[src/rtl/ffd_pkg.sv]
package ffd_pkg;
  typedef enum logic {
    MODE_FREQ  = 1'b0,
    MODE_PHASE = 1'b1
  } lock_mode_e;
endpackage

[src/rtl/ffd_diff.sv]
module ffd_diff #(
  parameter int CNT_W = 12
) (
  input  logic             clk,
  input  logic             rst,
  input  logic             tick,
  input  logic [CNT_W-1:0] cnt,
  output logic [CNT_W-1:0] fv,
  output logic             primed,
  output logic             step
);
  logic [CNT_W-1:0] prev_q;

  // modular difference handles wrap of the counter
  assign fv   = cnt - prev_q;
  assign step = tick & primed;

  always_ff @(posedge clk) begin
    if (rst) begin
      prev_q <= '0;
      primed <= 1'b0;
    end else if (tick) begin
      prev_q <= cnt;
      primed <= 1'b1;
    end
  end

  // a counted tick always keeps the primed state
  assert_primed_sticky_R3: assert property (@(posedge clk) disable iff (rst)
    primed |=> primed);
endmodule

[src/rtl/ffd_sdm.sv]
module ffd_sdm #(
  parameter int FRAC_W = 16
) (
  input  logic              clk,
  input  logic              rst,
  input  logic              step,
  input  logic [FRAC_W-1:0] frac,
  output logic              carry_nx,
  output logic              carry_o,
  output logic [FRAC_W-1:0] qe_o
);
  logic [FRAC_W:0] sum;

  assign sum      = {1'b0, qe_o} + {1'b0, frac};
  assign carry_nx = sum[FRAC_W];

  always_ff @(posedge clk) begin
    if (rst) begin
      carry_o <= 1'b0;
      qe_o    <= '0;
    end else if (step) begin
      carry_o <= sum[FRAC_W];
      qe_o    <= sum[FRAC_W-1:0];
    end
  end

  // a carry out is exactly a residue that wrapped below its old value
  assert_carry_wrap_R4: assert property (@(posedge clk) disable iff (rst)
    (step && frac != '0) |=> (carry_o == (qe_o < $past(qe_o))));
endmodule

[src/rtl/ffd_loopfilt.sv]
module ffd_loopfilt #(
  parameter int ACC_W    = 24,
  parameter int CTRL_W   = 12,
  parameter int SHIFT_W  = 4,
  parameter int CTRL_MIN = 16,
  parameter int CTRL_MAX = 4079,
  parameter int I_LIM    = 2048,
  localparam int SW      = ACC_W + 3
) (
  input  logic                     clk,
  input  logic                     rst,
  input  logic                     en,
  input  logic signed [ACC_W-1:0]  x,
  input  logic [SHIFT_W-1:0]       kp,
  input  logic [SHIFT_W-1:0]       ki,
  output logic [CTRL_W-1:0]        ctrl_o,
  output logic                     valid_o
);
  localparam int CTRL_MID = 1 << (CTRL_W - 1);
  localparam logic signed [SW-1:0] I_HI  = SW'(I_LIM);
  localparam logic signed [SW-1:0] I_LO  = -SW'(I_LIM);
  localparam logic signed [SW-1:0] C_HI  = SW'(CTRL_MAX);
  localparam logic signed [SW-1:0] C_LO  = SW'(CTRL_MIN);
  localparam logic signed [SW-1:0] C_MID = SW'(CTRL_MID);

  logic signed [ACC_W-1:0] i_q;
  logic signed [ACC_W-1:0] p_term, i_inc;
  logic signed [SW-1:0]    i_sum, i_nx, c_sum;

  assign p_term = x >>> kp;
  assign i_inc  = x >>> ki;

  always_comb begin
    i_sum = SW'(i_q) + SW'(i_inc);
    if (i_sum > I_HI)      i_nx = I_HI;
    else if (i_sum < I_LO) i_nx = I_LO;
    else                   i_nx = i_sum;
    c_sum = C_MID + SW'(p_term) + i_nx;
  end

  always_ff @(posedge clk) begin
    if (rst) begin
      i_q     <= '0;
      ctrl_o  <= CTRL_W'(CTRL_MID);
      valid_o <= 1'b0;
    end else begin
      valid_o <= en;
      if (en) begin
        i_q <= i_nx[ACC_W-1:0];
        if (c_sum > C_HI)      ctrl_o <= CTRL_W'(CTRL_MAX);
        else if (c_sum < C_LO) ctrl_o <= CTRL_W'(CTRL_MIN);
        else                   ctrl_o <= c_sum[CTRL_W-1:0];
      end
    end
  end

  // control code never leaves its limits
  assert_ctrl_bounds_R8: assert property (@(posedge clk) disable iff (rst)
    valid_o |-> (ctrl_o >= CTRL_W'(CTRL_MIN) && ctrl_o <= CTRL_W'(CTRL_MAX)));
  // integral state stays inside its anti-windup window
  assert_int_window_R7: assert property (@(posedge clk) disable iff (rst)
    en |=> (SW'(i_q) <= I_HI && SW'(i_q) >= I_LO));
endmodule

[src/rtl/cntfrac_err_det.sv]
module cntfrac_err_det #(
  parameter int CNT_W    = 12,
  parameter int INT_W    = 8,
  parameter int FRAC_W   = 16,
  parameter int ACC_W    = 24,
  parameter int CTRL_W   = 12,
  parameter int SHIFT_W  = 4,
  parameter int CTRL_MIN = 16,
  parameter int CTRL_MAX = 4079,
  parameter int I_LIM    = 2048,
  localparam int ERR_W   = CNT_W + 2
) (
  input  logic                    clk,
  input  logic                    rst,
  input  logic                    tick,
  input  logic [CNT_W-1:0]        osc_count,
  input  logic [INT_W-1:0]        fcw_int,
  input  logic [FRAC_W-1:0]       fcw_frac,
  input  logic                    phase_mode,
  input  logic [SHIFT_W-1:0]      kp_shift,
  input  logic [SHIFT_W-1:0]      ki_shift,
  output logic signed [ERR_W-1:0] freq_err,
  output logic                    err_valid,
  output logic                    dsm_carry,
  output logic [FRAC_W-1:0]       dsm_residue,
  output logic signed [ACC_W-1:0] fll_acc,
  output logic signed [ACC_W-1:0] phase_err,
  output logic [CTRL_W-1:0]       ctrl_code,
  output logic                    ctrl_valid
);
  import ffd_pkg::*;

  localparam int AW = ACC_W + 1;
  localparam logic signed [AW-1:0] A_HI = AW'((64'sd1 <<< (ACC_W - 1)) - 1);
  localparam logic signed [AW-1:0] A_LO = -AW'(64'sd1 <<< (ACC_W - 1));

  logic [CNT_W-1:0]        fv;
  logic                    primed, step, carry_nx;
  logic signed [ERR_W-1:0] fe_nx;
  logic signed [AW-1:0]    fll_sum, ph_sum, fll_nx, ph_nx;
  lock_mode_e              mode_in, mode_q;

  assign mode_in = lock_mode_e'(phase_mode);

  ffd_diff #(.CNT_W(CNT_W)) u_diff (
    .clk(clk), .rst(rst), .tick(tick), .cnt(osc_count),
    .fv(fv), .primed(primed), .step(step)
  );

  ffd_sdm #(.FRAC_W(FRAC_W)) u_sdm (
    .clk(clk), .rst(rst), .step(step), .frac(fcw_frac),
    .carry_nx(carry_nx), .carry_o(dsm_carry), .qe_o(dsm_residue)
  );

  always_comb begin
    fe_nx   = $signed(ERR_W'(fcw_int) + ERR_W'(carry_nx)) - $signed(ERR_W'(fv));
    fll_sum = AW'(fll_acc) + AW'(fe_nx);
    ph_sum  = AW'(phase_err) + AW'(fe_nx);
    if (fll_sum > A_HI)      fll_nx = A_HI;
    else if (fll_sum < A_LO) fll_nx = A_LO;
    else                     fll_nx = fll_sum;
    if (ph_sum > A_HI)       ph_nx = A_HI;
    else if (ph_sum < A_LO)  ph_nx = A_LO;
    else                     ph_nx = ph_sum;
  end

  always_ff @(posedge clk) begin
    if (rst) begin
      freq_err  <= '0;
      fll_acc   <= '0;
      phase_err <= '0;
      mode_q    <= MODE_FREQ;
      err_valid <= 1'b0;
    end else begin
      err_valid <= step;
      if (step) begin
        freq_err <= fe_nx;
        mode_q   <= mode_in;
        if (mode_in == MODE_PHASE) begin
          phase_err <= ph_nx[ACC_W-1:0];
        end else begin
          fll_acc   <= fll_nx[ACC_W-1:0];
          phase_err <= '0;
        end
      end
    end
  end

  ffd_loopfilt #(
    .ACC_W(ACC_W), .CTRL_W(CTRL_W), .SHIFT_W(SHIFT_W),
    .CTRL_MIN(CTRL_MIN), .CTRL_MAX(CTRL_MAX), .I_LIM(I_LIM)
  ) u_lf (
    .clk(clk), .rst(rst), .en(err_valid),
    .x((mode_q == MODE_PHASE) ? phase_err : fll_acc),
    .kp(kp_shift), .ki(ki_shift),
    .ctrl_o(ctrl_code), .valid_o(ctrl_valid)
  );

  // no tick, no change on the error side
  assert_quiet_without_tick_R1: assert property (@(posedge clk) disable iff (rst)
    !tick |=> ($stable(freq_err) && $stable(dsm_residue) && $stable(dsm_carry)
               && $stable(fll_acc) && $stable(phase_err) && !err_valid));
  // priming tick yields no valid error
  assert_prime_silent_R2: assert property (@(posedge clk) disable iff (rst)
    (tick && !primed) |=> (!err_valid && $stable(dsm_residue)));
  // frequency lock keeps the phase path cleared
  assert_phase_cleared_R6: assert property (@(posedge clk) disable iff (rst)
    (step && !phase_mode) |=> (phase_err == '0));
  // phase lock freezes the frequency accumulator
  assert_fll_frozen_R6: assert property (@(posedge clk) disable iff (rst)
    (step && phase_mode) |=> $stable(fll_acc));
  // filter strobe trails the error strobe by one cycle
  assert_ctrl_follows_R7: assert property (@(posedge clk) disable iff (rst)
    err_valid |=> ctrl_valid);
  assert_ctrl_idle_R7: assert property (@(posedge clk) disable iff (rst)
    !err_valid |=> !ctrl_valid);
endmodule

[config.mk]
export PLATFORM = sky130hd
export DESIGN_NAME = cntfrac_err_det
export DESIGN_NICKNAME = d
export VERILOG_FILES = /design/src/rtl/ffd_pkg.sv /design/src/rtl/ffd_diff.sv /design/src/rtl/ffd_sdm.sv /design/src/rtl/ffd_loopfilt.sv /design/src/rtl/cntfrac_err_det.sv
export SDC_FILE = /design/constraint.sdc
export NUM_CORES = 1
export LEC_CHECK = 0
export BUFFER_PORTS_ARGS = -buffer_cell sky130_fd_sc_hd__buf_2
export CELL_PAD_IN_SITES_DETAIL_PLACEMENT = 1
export CELL_PAD_IN_SITES_GLOBAL_PLACEMENT = 1
export CORE_ASPECT_RATIO = 0.5
export CORE_MARGIN = 2
export CORE_UTILIZATION = 38
export CTS_CLUSTER_DIAMETER = 80
export DETAILED_ROUTE_END_ITERATION = 16
export PLACE_DENSITY = 0.79
export SYNTH_ARGS = -nofsm -noshare
export SYNTH_HDL_FRONTEND = slang
export SYNTH_SLANG_ARGS = --single-unit
[constraint.sdc]
create_clock -name clk -period 9.2 [get_ports clk]
set_input_delay 0.92 -clock clk [delete_from_list [all_inputs] [get_ports clk]]
set_output_delay 0.92 -clock clk [all_outputs]
set_load 0.05 [all_outputs]
# Word level (Yosys, flattened, before mapping)

Index checks and enable logic that the tools add are counted.

Word-level logic and storage cells: 44
Bits in latches: 0
Output and inout port bits: 93
Bits in registers: 130
Memories kept: 0
Input bits: 48
Memory bits (writable): 0
ROM bits: 0

Multipliers: 0
Bitwise operators: 2
Add/subtract/negate cells: 9
Muxes and demuxes: 10
Reductions and logical operators: 1
Order comparisons: 8
Eq/ne operators: 0
Div/mod/pow operators: 0
Shifts and indexed selects: 2

Operators with widths:

| kind                                                                              | count |
|---|---|
| 24-bit 2-to-1 mux                                                                 | 6 |
| 27-bit by 13-bit greater-than comparator with 1-bit output, second input constant | 2 |
| 27-bit 2-to-1 mux                                                                 | 2 |
| 24-bit by 13-bit adder with 25-bit output                                         | 2 |
| 25-bit by 24-bit greater-than comparator with 1-bit output, second input constant | 2 |
| 25-bit by 24-bit less-than comparator with 1-bit output, second input constant    | 2 |
| 24-bit by 4-bit >>> shifter with 24-bit output                                    | 2 |
| 27-bit adder                                                                      | 1 |
| 27-bit by 12-bit less-than comparator with 1-bit output, second input constant    | 1 |
| 27-bit by 6-bit less-than comparator with 1-bit output, second input constant     | 1 |
| 13-bit by 24-bit adder with 25-bit output, first input constant                   | 1 |
| 24-bit by 24-bit adder with 25-bit output                                         | 1 |
| 12-bit 2-to-1 mux                                                                 | 2 |
| 16-bit by 16-bit adder with 17-bit output                                         | 1 |
| 9-bit by 12-bit subtractor with 13-bit output                                     | 1 |
| 12-bit subtractor                                                                 | 1 |
| 8-bit by 1-bit adder with 9-bit output                                            | 1 |
| 2-bit AND reduction                                                               | 1 |
| 1-bit bitwise AND                                                                 | 1 |
| 1-bit NOT                                                                         | 1 |

# Depth between registers and ports, before layout

Gate-level depths: netlist of run 1.

Depth in word-level cells: 10
Depth in mapped cells: 40
Gate-level depth less buffers: 39

# Hierarchy

From an unflattened synthesis of run 1, not the netlist that was laid out.

Cell total of the unflattened synthesis: 1,945
Area, all modules: 14,960.6 µm²

Modules (own cells, without submodules):

| module          | area an instance (µm²) | cells an instance | times used | seq. area each (µm²) |
|---|---|---|---|---|
| ffd_loopfilt    | 6,931.6                | 950               | 1          | 740.7 |
| cntfrac_err_det | 5,620.4                | 704               | 1          | 1,261.2 |
| ffd_sdm         | 1,411.4                | 170               | 1          | 340.3 |
| ffd_diff        | 997.2                  | 121               | 1          | 260.2 |

# Worst setup path after synthesis of run 1

Ideal clock, no wire load.

Path kind: reg-to-reg
Start point: register mode_q
End point: register u_lf.ctrl_o[10]
Library setup time: 122 ps
Data required time: 9,078 ps
Clock period less this slack: 8,743 ps
Slack: 457 ps
Arrival: 8,621 ps
Stages on the path, launching flop included: 37
Buffers on the path: 5
Cells stage by stage: dfxtp_1 -> clkbuf_1 -> clkbuf_1 -> buf_1 -> clkbuf_1 -> mux4_2 -> mux2_2 -> o21ai_0 -> mux2i_1 -> ha_1 -> nor2_1 -> or3_1 -> o31ai_1 -> o22a_1 -> xor2_1 -> and4_1 -> and4_1 -> and4_1 -> nand4_1 -> ha_1 -> clkbuf_1 -> nor2_1 -> and2_1 -> ha_1 -> inv_1 -> fa_1 -> nor2b_1 -> o21ai_0 -> a21oi_1 -> o21ba_2 -> o21a_1 -> a211oi_1 -> or3b_2 -> a2111oi_0 -> nand3_1 -> and3_1 -> a311o_1

Cells in the longest elaborated chain, start to end: 10
Elaborated cells between the ends (all ways): 14
Classes of those cells: 3 x add/sub; 4 x order compare; 2 x shift; 5 x mux

RTL lines:

| what                                                    | RTL line              | text |
|---|---|---|
| from (decl)                                             | cntfrac_err_det.sv:41 | `lock_mode_e mode_in, mode_q;` |
| from (signal assigned)                                  | cntfrac_err_det.sv:78 | `mode_q <= mode_in;` |
| 24-bit 2-to-1 mux (*)                                   | cntfrac_err_det.sv:94 | `.x((mode_q == MODE_PHASE) ? phase_err : fll_acc),` |
| 24-bit by 4-bit >>> shifter with 24-bit output (*)      | ffd_loopfilt.sv:31    | `assign i_inc = x >>> ki;` |
| 24-bit by 24-bit adder with 25-bit output (*)           | ffd_loopfilt.sv:34    | `i_sum = SW'(i_q) + SW'(i_inc);` |
| 27-bit by 12-bit less-than comparator with 1-bit output | ffd_loopfilt.sv:36    | `else if (i_sum < I_LO) i_nx = I_LO;` |
| 27-bit 2-to-1 mux                                       | ffd_loopfilt.sv:36    |  |
| 27-bit 2-to-1 mux (*)                                   | ffd_loopfilt.sv:35    | `if (i_sum > I_HI) i_nx = I_HI;` |
| net u_lf.i_nx[0]                                        | ffd_loopfilt.sv:28    | `logic signed [SW-1:0] i_sum, i_nx, c_sum;` |
| 27-bit adder (*)                                        | ffd_loopfilt.sv:38    | `c_sum = C_MID + SW'(p_term) + i_nx;` |
| 27-bit by 6-bit less-than comparator with 1-bit output  | ffd_loopfilt.sv:51    | `else if (c_sum < C_LO) ctrl_o <= CTRL_W'(CTRL_MIN);` |
| 12-bit 2-to-1 mux                                       | ffd_loopfilt.sv:51    |  |
| 12-bit 2-to-1 mux (*)                                   | ffd_loopfilt.sv:50    | `if (c_sum > C_HI) ctrl_o <= CTRL_W'(CTRL_MAX);` |
| to (signal assigned)                                    | ffd_loopfilt.sv:50    |  |
| to (signal assigned)                                    | ffd_loopfilt.sv:51    |  |
| to (signal assigned)                                    | ffd_loopfilt.sv:52    | `else ctrl_o <= c_sum[CTRL_W-1:0];` |
| to (decl)                                               | ffd_loopfilt.sv:16    | `output logic [CTRL_W-1:0] ctrl_o,` |

The timed path passes the listed nets; every way through them passes the cells marked *.
A chain may end at the register's enable or synchronous reset.

# Worst setup path in the final report of run 1

Start point: input ki_shift[0]
End point: register u_lf.ctrl_o[10]

Cells in the longest elaborated chain, start to end: 9
Elaborated cells between the ends (all ways): 11
Classes of those cells: 2 x add/sub; 4 x order compare; 1 x shift; 4 x mux

RTL lines:

| what                                                    | RTL line              | text |
|---|---|---|
| from (decl)                                             | cntfrac_err_det.sv:21 | `input logic [SHIFT_W-1:0] ki_shift,` |
| 24-bit by 4-bit >>> shifter with 24-bit output (*)      | ffd_loopfilt.sv:31    |  |
| 24-bit by 24-bit adder with 25-bit output (*)           | ffd_loopfilt.sv:34    |  |
| 27-bit by 12-bit less-than comparator with 1-bit output | ffd_loopfilt.sv:36    |  |
| 27-bit 2-to-1 mux                                       | ffd_loopfilt.sv:36    |  |
| 27-bit 2-to-1 mux (*)                                   | ffd_loopfilt.sv:35    |  |
| net u_lf.i_nx[0]                                        | ffd_loopfilt.sv:28    |  |
| 27-bit adder (*)                                        | ffd_loopfilt.sv:38    |  |
| 27-bit by 6-bit less-than comparator with 1-bit output  | ffd_loopfilt.sv:51    |  |
| 12-bit 2-to-1 mux                                       | ffd_loopfilt.sv:51    |  |
| 12-bit 2-to-1 mux (*)                                   | ffd_loopfilt.sv:50    |  |

Marks and branches as above.

==> impl_metrics.tcl, run 1 <==
set metrics [dict create \
    port_buffers 140 \
    grt_first_pass_wirelength_mm 80.0 \
    maxSlewViolCount 0 \
    die-area_sq_um 38900 \
    slew_headroom_pct 19.6 \
    cap_violations 0 \
    die_x_um 277 \
    seq_area_frac_synth_pct 18.4 \
    max_slew.worst_pin.slew_ns 1.20 \
    dpl_cell_area_sq_um 15800 \
    final_antenna_net_count 0 \
    cts_tree "built" \
    synth-async-reset-ratio_pct 0 \
    pwr-share-seq_pct 21.3 \
    synth_xor_area_share_pct 6.57 \
    crit_type "in2reg" \
    core_area_sq_um 36300 \
    crit_fanout 8 \
    syn-cell-area_sq_um 14100 \
    setup_viol 0 \
    startpoint_type "input pin" \
    drt_pass1_iterations 4 \
    cts_buffer_depth 2 \
    status "completed" \
    slowest_delay_ns 0.58 \
    clock_skew_ns 0.0151 \
    route.detailed.drc 0 \
    synthAdderAreaFrac_pct 15.1 \
    finalCriticalPeriod_ns 8.68 \
    grt.overflow.total 0 \
    synth_seq_cells 130 \
    antenna_found_initial 0 \
    rsz0062_at_grt "false" \
    die_h_um 140 \
    swShare_pct 48.4 \
    synth_top_family_by_area "compound AO/OA/AOI/OAI gates" \
    hold_path.startpoint "freq_err[5]" \
    final_cell_area_sq_um 16300 \
    numCtsBuffers 17 \
    synthCells 1854 \
    timing.rr.end "u_lf.ctrl_o[10]" \
    rows 49 \
    instances_no_fill 2502 \
    combPwrFrac_pct 60.4 \
    intPower_mw 1.84 \
    dp_slack_ns -0.0701 \
    r2r_slack_ns 0.53 \
    dp_cells 2473 \
    p_leak_nw 7.32 \
    path_common_cell "o21a_1" \
    dr_total_vias 14500 \
    hold_slack_ns 0.457 \
    hold_viol 0 \
    antenna_cells 0 \
    synth.area.mux_share_pct 10.9 \
    yosysWarnings 0 \
    setup_ws_ns 0.522 \
    avgSynthCellArea_sq_um 7.62 \
    p_sw_mw 1.73 \
    worstSetupStartpoint "ki_shift[0]" \
    total_power_mw 3.56 \
    synth-edff-count 0 \
    grt_pass1_vias 14700 \
    clockPowerShare_pct 18.3 \
    htreeDepth 4 \
    final_nets 2206 \
    timing.rr.start "mode_q" \
    root_buffer "clkbuf_16" \
    cts.sink_count 130 \
    wl_mm 49.8 \
    clkSlewWorstSetupHoldPaths_ns 0.06 \
    min_path_type "reg2reg" \
    drive_gt1_share_pct 17.0 \
    area_delta_synth_final_pct 15.5 \
    dp_hpwl_mm 38.6 \
    irDropWorstVdd_mv 0.148 \
    cp-end-kind "flop" \
    whs_path_depth 2 \
    fin_util_pct 45.0 \
    routed_via_density 5.81 \
    synth-compound-area-share_pct 24.8 \
    wl_per_cell_um 19.9 \
    initial_core_util_pct 38.9 \
    reg2regPathDepth 32 \
    synth_flop_cell "dfxtp_1" \
    ios 141 \
    tns_ns 0 \
    drtIter0Drc 765 \
    period_share_pct 94.3 \
    gp_congestion 0.933 \
    required_ns 9.53 \
    grt_max_degree 81 \
    fmax_mhz 115 \
    grt_use_total_pct 25.4 \
    worstPathArrival_ns 9.01 \
    yosysUniqueCellTypes 78 \
    slowest_stage "or4_1" \
    post-cts-setup-buffer-count 0 \
    synth_nets 2052 \
    synth-simple-area-share_pct 19.6 \
    powerDensity_nw_per_um2 218 \
    hold-path-endpoint "freq_err[5]" \
    clk_latency_ns 0.46 \
]
## registers in the layout, indices dropped and copies added, names as in the netlist
register and count:
u_lf.ctrl_o 12, fll_acc 24, u_lf.i_q 24, u_sdm.qe_o 16
u_lf.valid_o 1, u_diff.primed 1, err_valid 1, mode_q 1
u_diff.prev_q 12, phase_err 24, u_sdm.carry_o 1, freq_err 13
## power groups by stage
stage	combinational, mW	clock (mW)	sequential [mW]
5_1_grt	2.36	0.687	0.762
3_5_place_dp	2.11	0	0.770
6_report	2.15	0.653	0.759
2_1_floorplan	1.34	0	0.927
3_3_place_gp	2.06	0	0.768
4_1_cts	2.12	0.667	0.757
## cells in the mapped netlist, types with 6 or more instances
library cell / instances / area share, %
a211oi_1: 45 / 2.4
a21boi_0: 7 / 0.37
a21o_1: 47 / 2.5
a21oi_1: 152 / 5.4
a311oi_1: 7 / 0.43
a31o_2: 6 / 0.37
a31oi_1: 37 / 1.6
and2_1: 9 / 0.40
and3_1: 21 / 0.93
and4_1: 6 / 0.37
buf_1: 16 / 0.42
clkbuf_1: 72 / 1.9
dfxtp_1: 130 / 18
fa_1: 7 / 0.99
ha_1: 143 / 13
inv_1: 74 / 2.0
maj3_1: 21 / 1.5
mux2_2: 27 / 2.2
mux2i_1: 72 / 5.1
mux4_2: 23 / 3.7
nand2_1: 214 / 5.7
nand2b_1: 19 / 0.84
nand3_1: 38 / 1.3
nor2_1: 200 / 5.3
nor2b_1: 20 / 0.89
nor3_1: 23 / 0.81
nor3b_1: 9 / 0.48
o211ai_1: 20 / 1.1
o21a_1: 20 / 1.1
o21ai_0: 112 / 4.0
o21bai_1: 7 / 0.37
o22ai_1: 7 / 0.31
o31ai_1: 6 / 0.32
o32ai_1: 10 / 0.62
or2_2: 12 / 0.53
or3_1: 18 / 0.80
xnor2_1: 57 / 3.5
xor2_1: 49 / 3.0
## critical path, delay by kind of cell
kind                     cells  cell delay [ns]
multiplexers                 3             1.00
buffers and inverters        2             0.29
AO/OA/AOI/OAI               14             3.31
adder cells (fa/ha/maj)      3             1.00
AND/OR/NAND/NOR              9             2.46
## logic make-up (layout without fill, tap and decap cells)
family	count (synthesis)	after routing
simple gates	613	613
compound gates	543	543
fa+ha+maj	171	171
buf+inv	169	333
flops	130	130
mux	122	122
xor+xnor	106	106
## cell usage in the layout, fill, tap and decap left out, types with 19 or more instances in the layout
master and instances:
nand2_1 213, nor2_1 199, a21oi_1 151, ha_1 143, buf_2 139, dfxtp_1 129
o21ai_0 110, buf_4 87, inv_1 74, mux2i_1 72, xnor2_1 57, xor2_1 49
a21o_1 47, a211oi_1 44, nand3_1 38, a31oi_1 36, mux2_2 27, nor3_1 23
mux4_2 23, and3_1 21, maj3_1 21, o21a_1 20, nor2b_1 20, o211ai_1 20
nand2b_1 19
## per-layer routing
layer	part of all wire (%)	GRT usage (%)
met2	48	44.5
met1	45	31.5
met3	3.9	4.05
met5	0	0
met4	3.4	9.58
## worst max-delay path by stage
stage                                  to  depth (start not counted)  slack (ns)
after floorplan           u_lf.ctrl_o[10]                         36        0.46
after global placement      phase_err[13]                         40        0.18
after detailed placement      fll_acc[20]                         42       -0.07
after CTS                     fll_acc[20]                         42        0.37
after global routing          fll_acc[20]                         42        0.01
final                     u_lf.ctrl_o[10]                         31        0.52
## repair_timing
action | in CTS | in global routing
endpoints found under the setup margin | 0 | 55
resized for setup | 0 | 12
hold buffers | 0 | 0
## final cells by class
| cell class | count | area, sq um |
|---|---|---|
| clock buffers | 19 | 433 |
| clock inverters | 10 | 91.3 |
| fillers | 4573 | 20000 |
| repair buffers | 228 | 1370 |
| well taps | 484 | 606 |
| multi-input cells | 1555 | 10900 |
| flip-flops and latches | 130 | 2610 |
| inverters | 76 | 285 |
(Power assumes the default switching activity.)
==> run 2: changes to the inputs <==
- PLACE_DENSITY: 0.79 -> 0.76
- clock period: 9.2 -> 10.8 ns (I/O delays scaled with it)
==> run 2 against run 1 <==
Net effect:
- clock power decreased by 7.4%
- final cell count down 2.7%
- sequential power decreased by 12%
- routed wire length shrank 2.5%
- critical endpoint is now u_lf.ctrl_o[1]
==> impl_metrics.tcl, run 2 (synthesis results as in run 1) <==
set metrics [dict create \
    area_delta_synth_final_pct 11.9 \
    slew_headroom_pct 22.5 \
    cap_violations 0 \
    powerDensity_nw_per_um2 189 \
    grt_max_degree 70 \
    hold_path.startpoint "freq_err[4]" \
    cts_buffer_depth 2 \
    route.detailed.drc 0 \
    drtIter0Drc 745 \
    top_regs "fll_acc x24, phase_err x24, u_lf.i_q x24" \
    fin_util_pct 43.6 \
    drive_gt1_share_pct 14.0 \
    fmax_mhz 102 \
    grt_use_total_pct 24.5 \
    wl_mm 48.5 \
    grt_pass1_vias 14100 \
    multi_input_area_sq_um 10900 \
    period_share_pct 90.4 \
    numCtsBuffers 17 \
    cts.sink_count 130 \
    irDropWorstVdd_mv 0.159 \
    slowest_delay_ns 0.66 \
    p_leak_nw 6.99 \
    ios 141 \
    whs_path_depth 2 \
    crit_fanout 26 \
    layout_common_cells "nand2_1 (213), nor2_1 (199), a21oi_1 (152)" \
    root_buffer "clkbuf_16" \
    clk_latency_ns 0.46 \
    drt_pass1_iterations 6 \
    routed_via_density 5.82 \
    htreeDepth 4 \
    hold-path-endpoint "freq_err[4]" \
    final_common_cell "nand2_1" \
    clock_skew_ns 0.0143 \
    grt.overflow.total 0 \
    antenna_cells 0 \
    dr_total_vias 14200 \
    antenna_found_initial 0 \
    final_antenna_net_count 0 \
    hold_viol 0 \
    setup_viol 0 \
    core_area_sq_um 36300 \
    cp-end-kind "flop" \
    required_ns 11.09 \
    wl_per_cell_um 19.9 \
    gp_congestion 0.918 \
    clkSlewWorstSetupHoldPaths_ns 0.07 \
    fillCellCount 4577 \
    r2r_slack_ns 1.04 \
    final_nets 2136 \
    tns_ns 0 \
    initial_core_util_pct 38.9 \
    dp_hpwl_mm 37.0 \
    reg2regPathDepth 34 \
    max_slew.worst_pin.slew_ns 1.15 \
    port_buffers 140 \
    worstPathArrival_ns 10.05 \
    grt_first_pass_wirelength_mm 76.9 \
    crit_type "reg2reg" \
    cts_tree "built" \
    rsz0062_at_grt "false" \
    status "completed" \
    finalCriticalPeriod_ns 9.76 \
    die_x_um 277 \
    post-cts-setup-buffer-count 0 \
    rows 49 \
    slowest_stage "dfxtp_2" \
    ff_latch_area_sq_um 2600 \
    min_path_type "reg2reg" \
    die_h_um 140 \
    die-area_sq_um 38900 \
    timing.rr.start "mode_q" \
    timing.rr.end "u_lf.ctrl_o[1]" \
    maxSlewViolCount 0 \
    startpoint_type "flop" \
]
[run 2: through the flow]
step	setup slack, ns	power [mW]	std cells	area [sq um]	hold slack (ns)
final	1.04	2.99	2435	15800	0.456
after global routing	0.0826	3.19	2435	15800	0.479
after CTS	1.06	3.00	2435	15800	0.455
after detailed placement	0.584	2.38	2403	15200	0.445
after global placement	0.869	2.35	2403	15200	0.441
after floorplan	2.02	1.93	1854	14100	0.436
[run 2: where the power goes]
group	internal, mW	switching [mW]	leakage (nW)
Clock	0.328	0.278	0.277
Sequential	0.538	0.128	1.06
Combinational	0.659	1.06	5.65
Total	1.52	1.47	6.99
[run 2: per-layer routing]
metal | up-vias | track usage [%] | routed length, um
li1 | 6939 | - | -
met5 | - | 0 | 0
met3 | 102 | 4.02 | 1700
met4 | 0 | 9.61 | 1750
met1 | 6863 | 30.5 | 22100
met2 | 271 | 42.7 | 23000
[run 2: how the worst max path moves through the flow]
stage | start | endpoint | slack (ns) | cells past startpoint
6_report | mode_q | u_lf.ctrl_o[1] | 1.04 | 34
5_1_grt | mode_q | u_lf.ctrl_o[1] | 0.08 | 34
4_1_cts | ki_shift[0] | u_lf.ctrl_o[1] | 1.06 | 36
3_5_place_dp | ki_shift[0] | u_lf.ctrl_o[1] | 0.58 | 36
2_1_floorplan | ki_shift[0] | u_lf.ctrl_o[10] | 2.02 | 35
3_3_place_gp | fcw_frac[0] | phase_err[5] | 0.87 | 40
[run 2: area by class of cell]
type	count	share of cell area, %
Clock inverter	15	1.01
Inverter	76	1.80
Multi-Input combinational cell	1555	68.9
Tap cell	484	3.83
Clock buffer	17	2.69
Sequential cell	130	16.5
Timing Repair Buffer	158	5.31
[run 2: timing repair]
item                                    4_1_cts  5_1_grt
endpoints found under the setup margin        0        6
hold buffers                                  0        0
gates resized for setup                       0        1
[run 2: worst max-delay path: cells and delay by family (launching register included)]
family | cells | cell delay, ns
buffers and inverters | 3 | 0.49
multiplexers | 4 | 1.01
AND/OR/NAND/NOR | 11 | 2.40
XOR/XNOR | 1 | 0.30
adder cells (fa/ha/maj) | 4 | 1.63
AO/OA/AOI/OAI | 11 | 3.08
flip-flops | 1 | 0.66
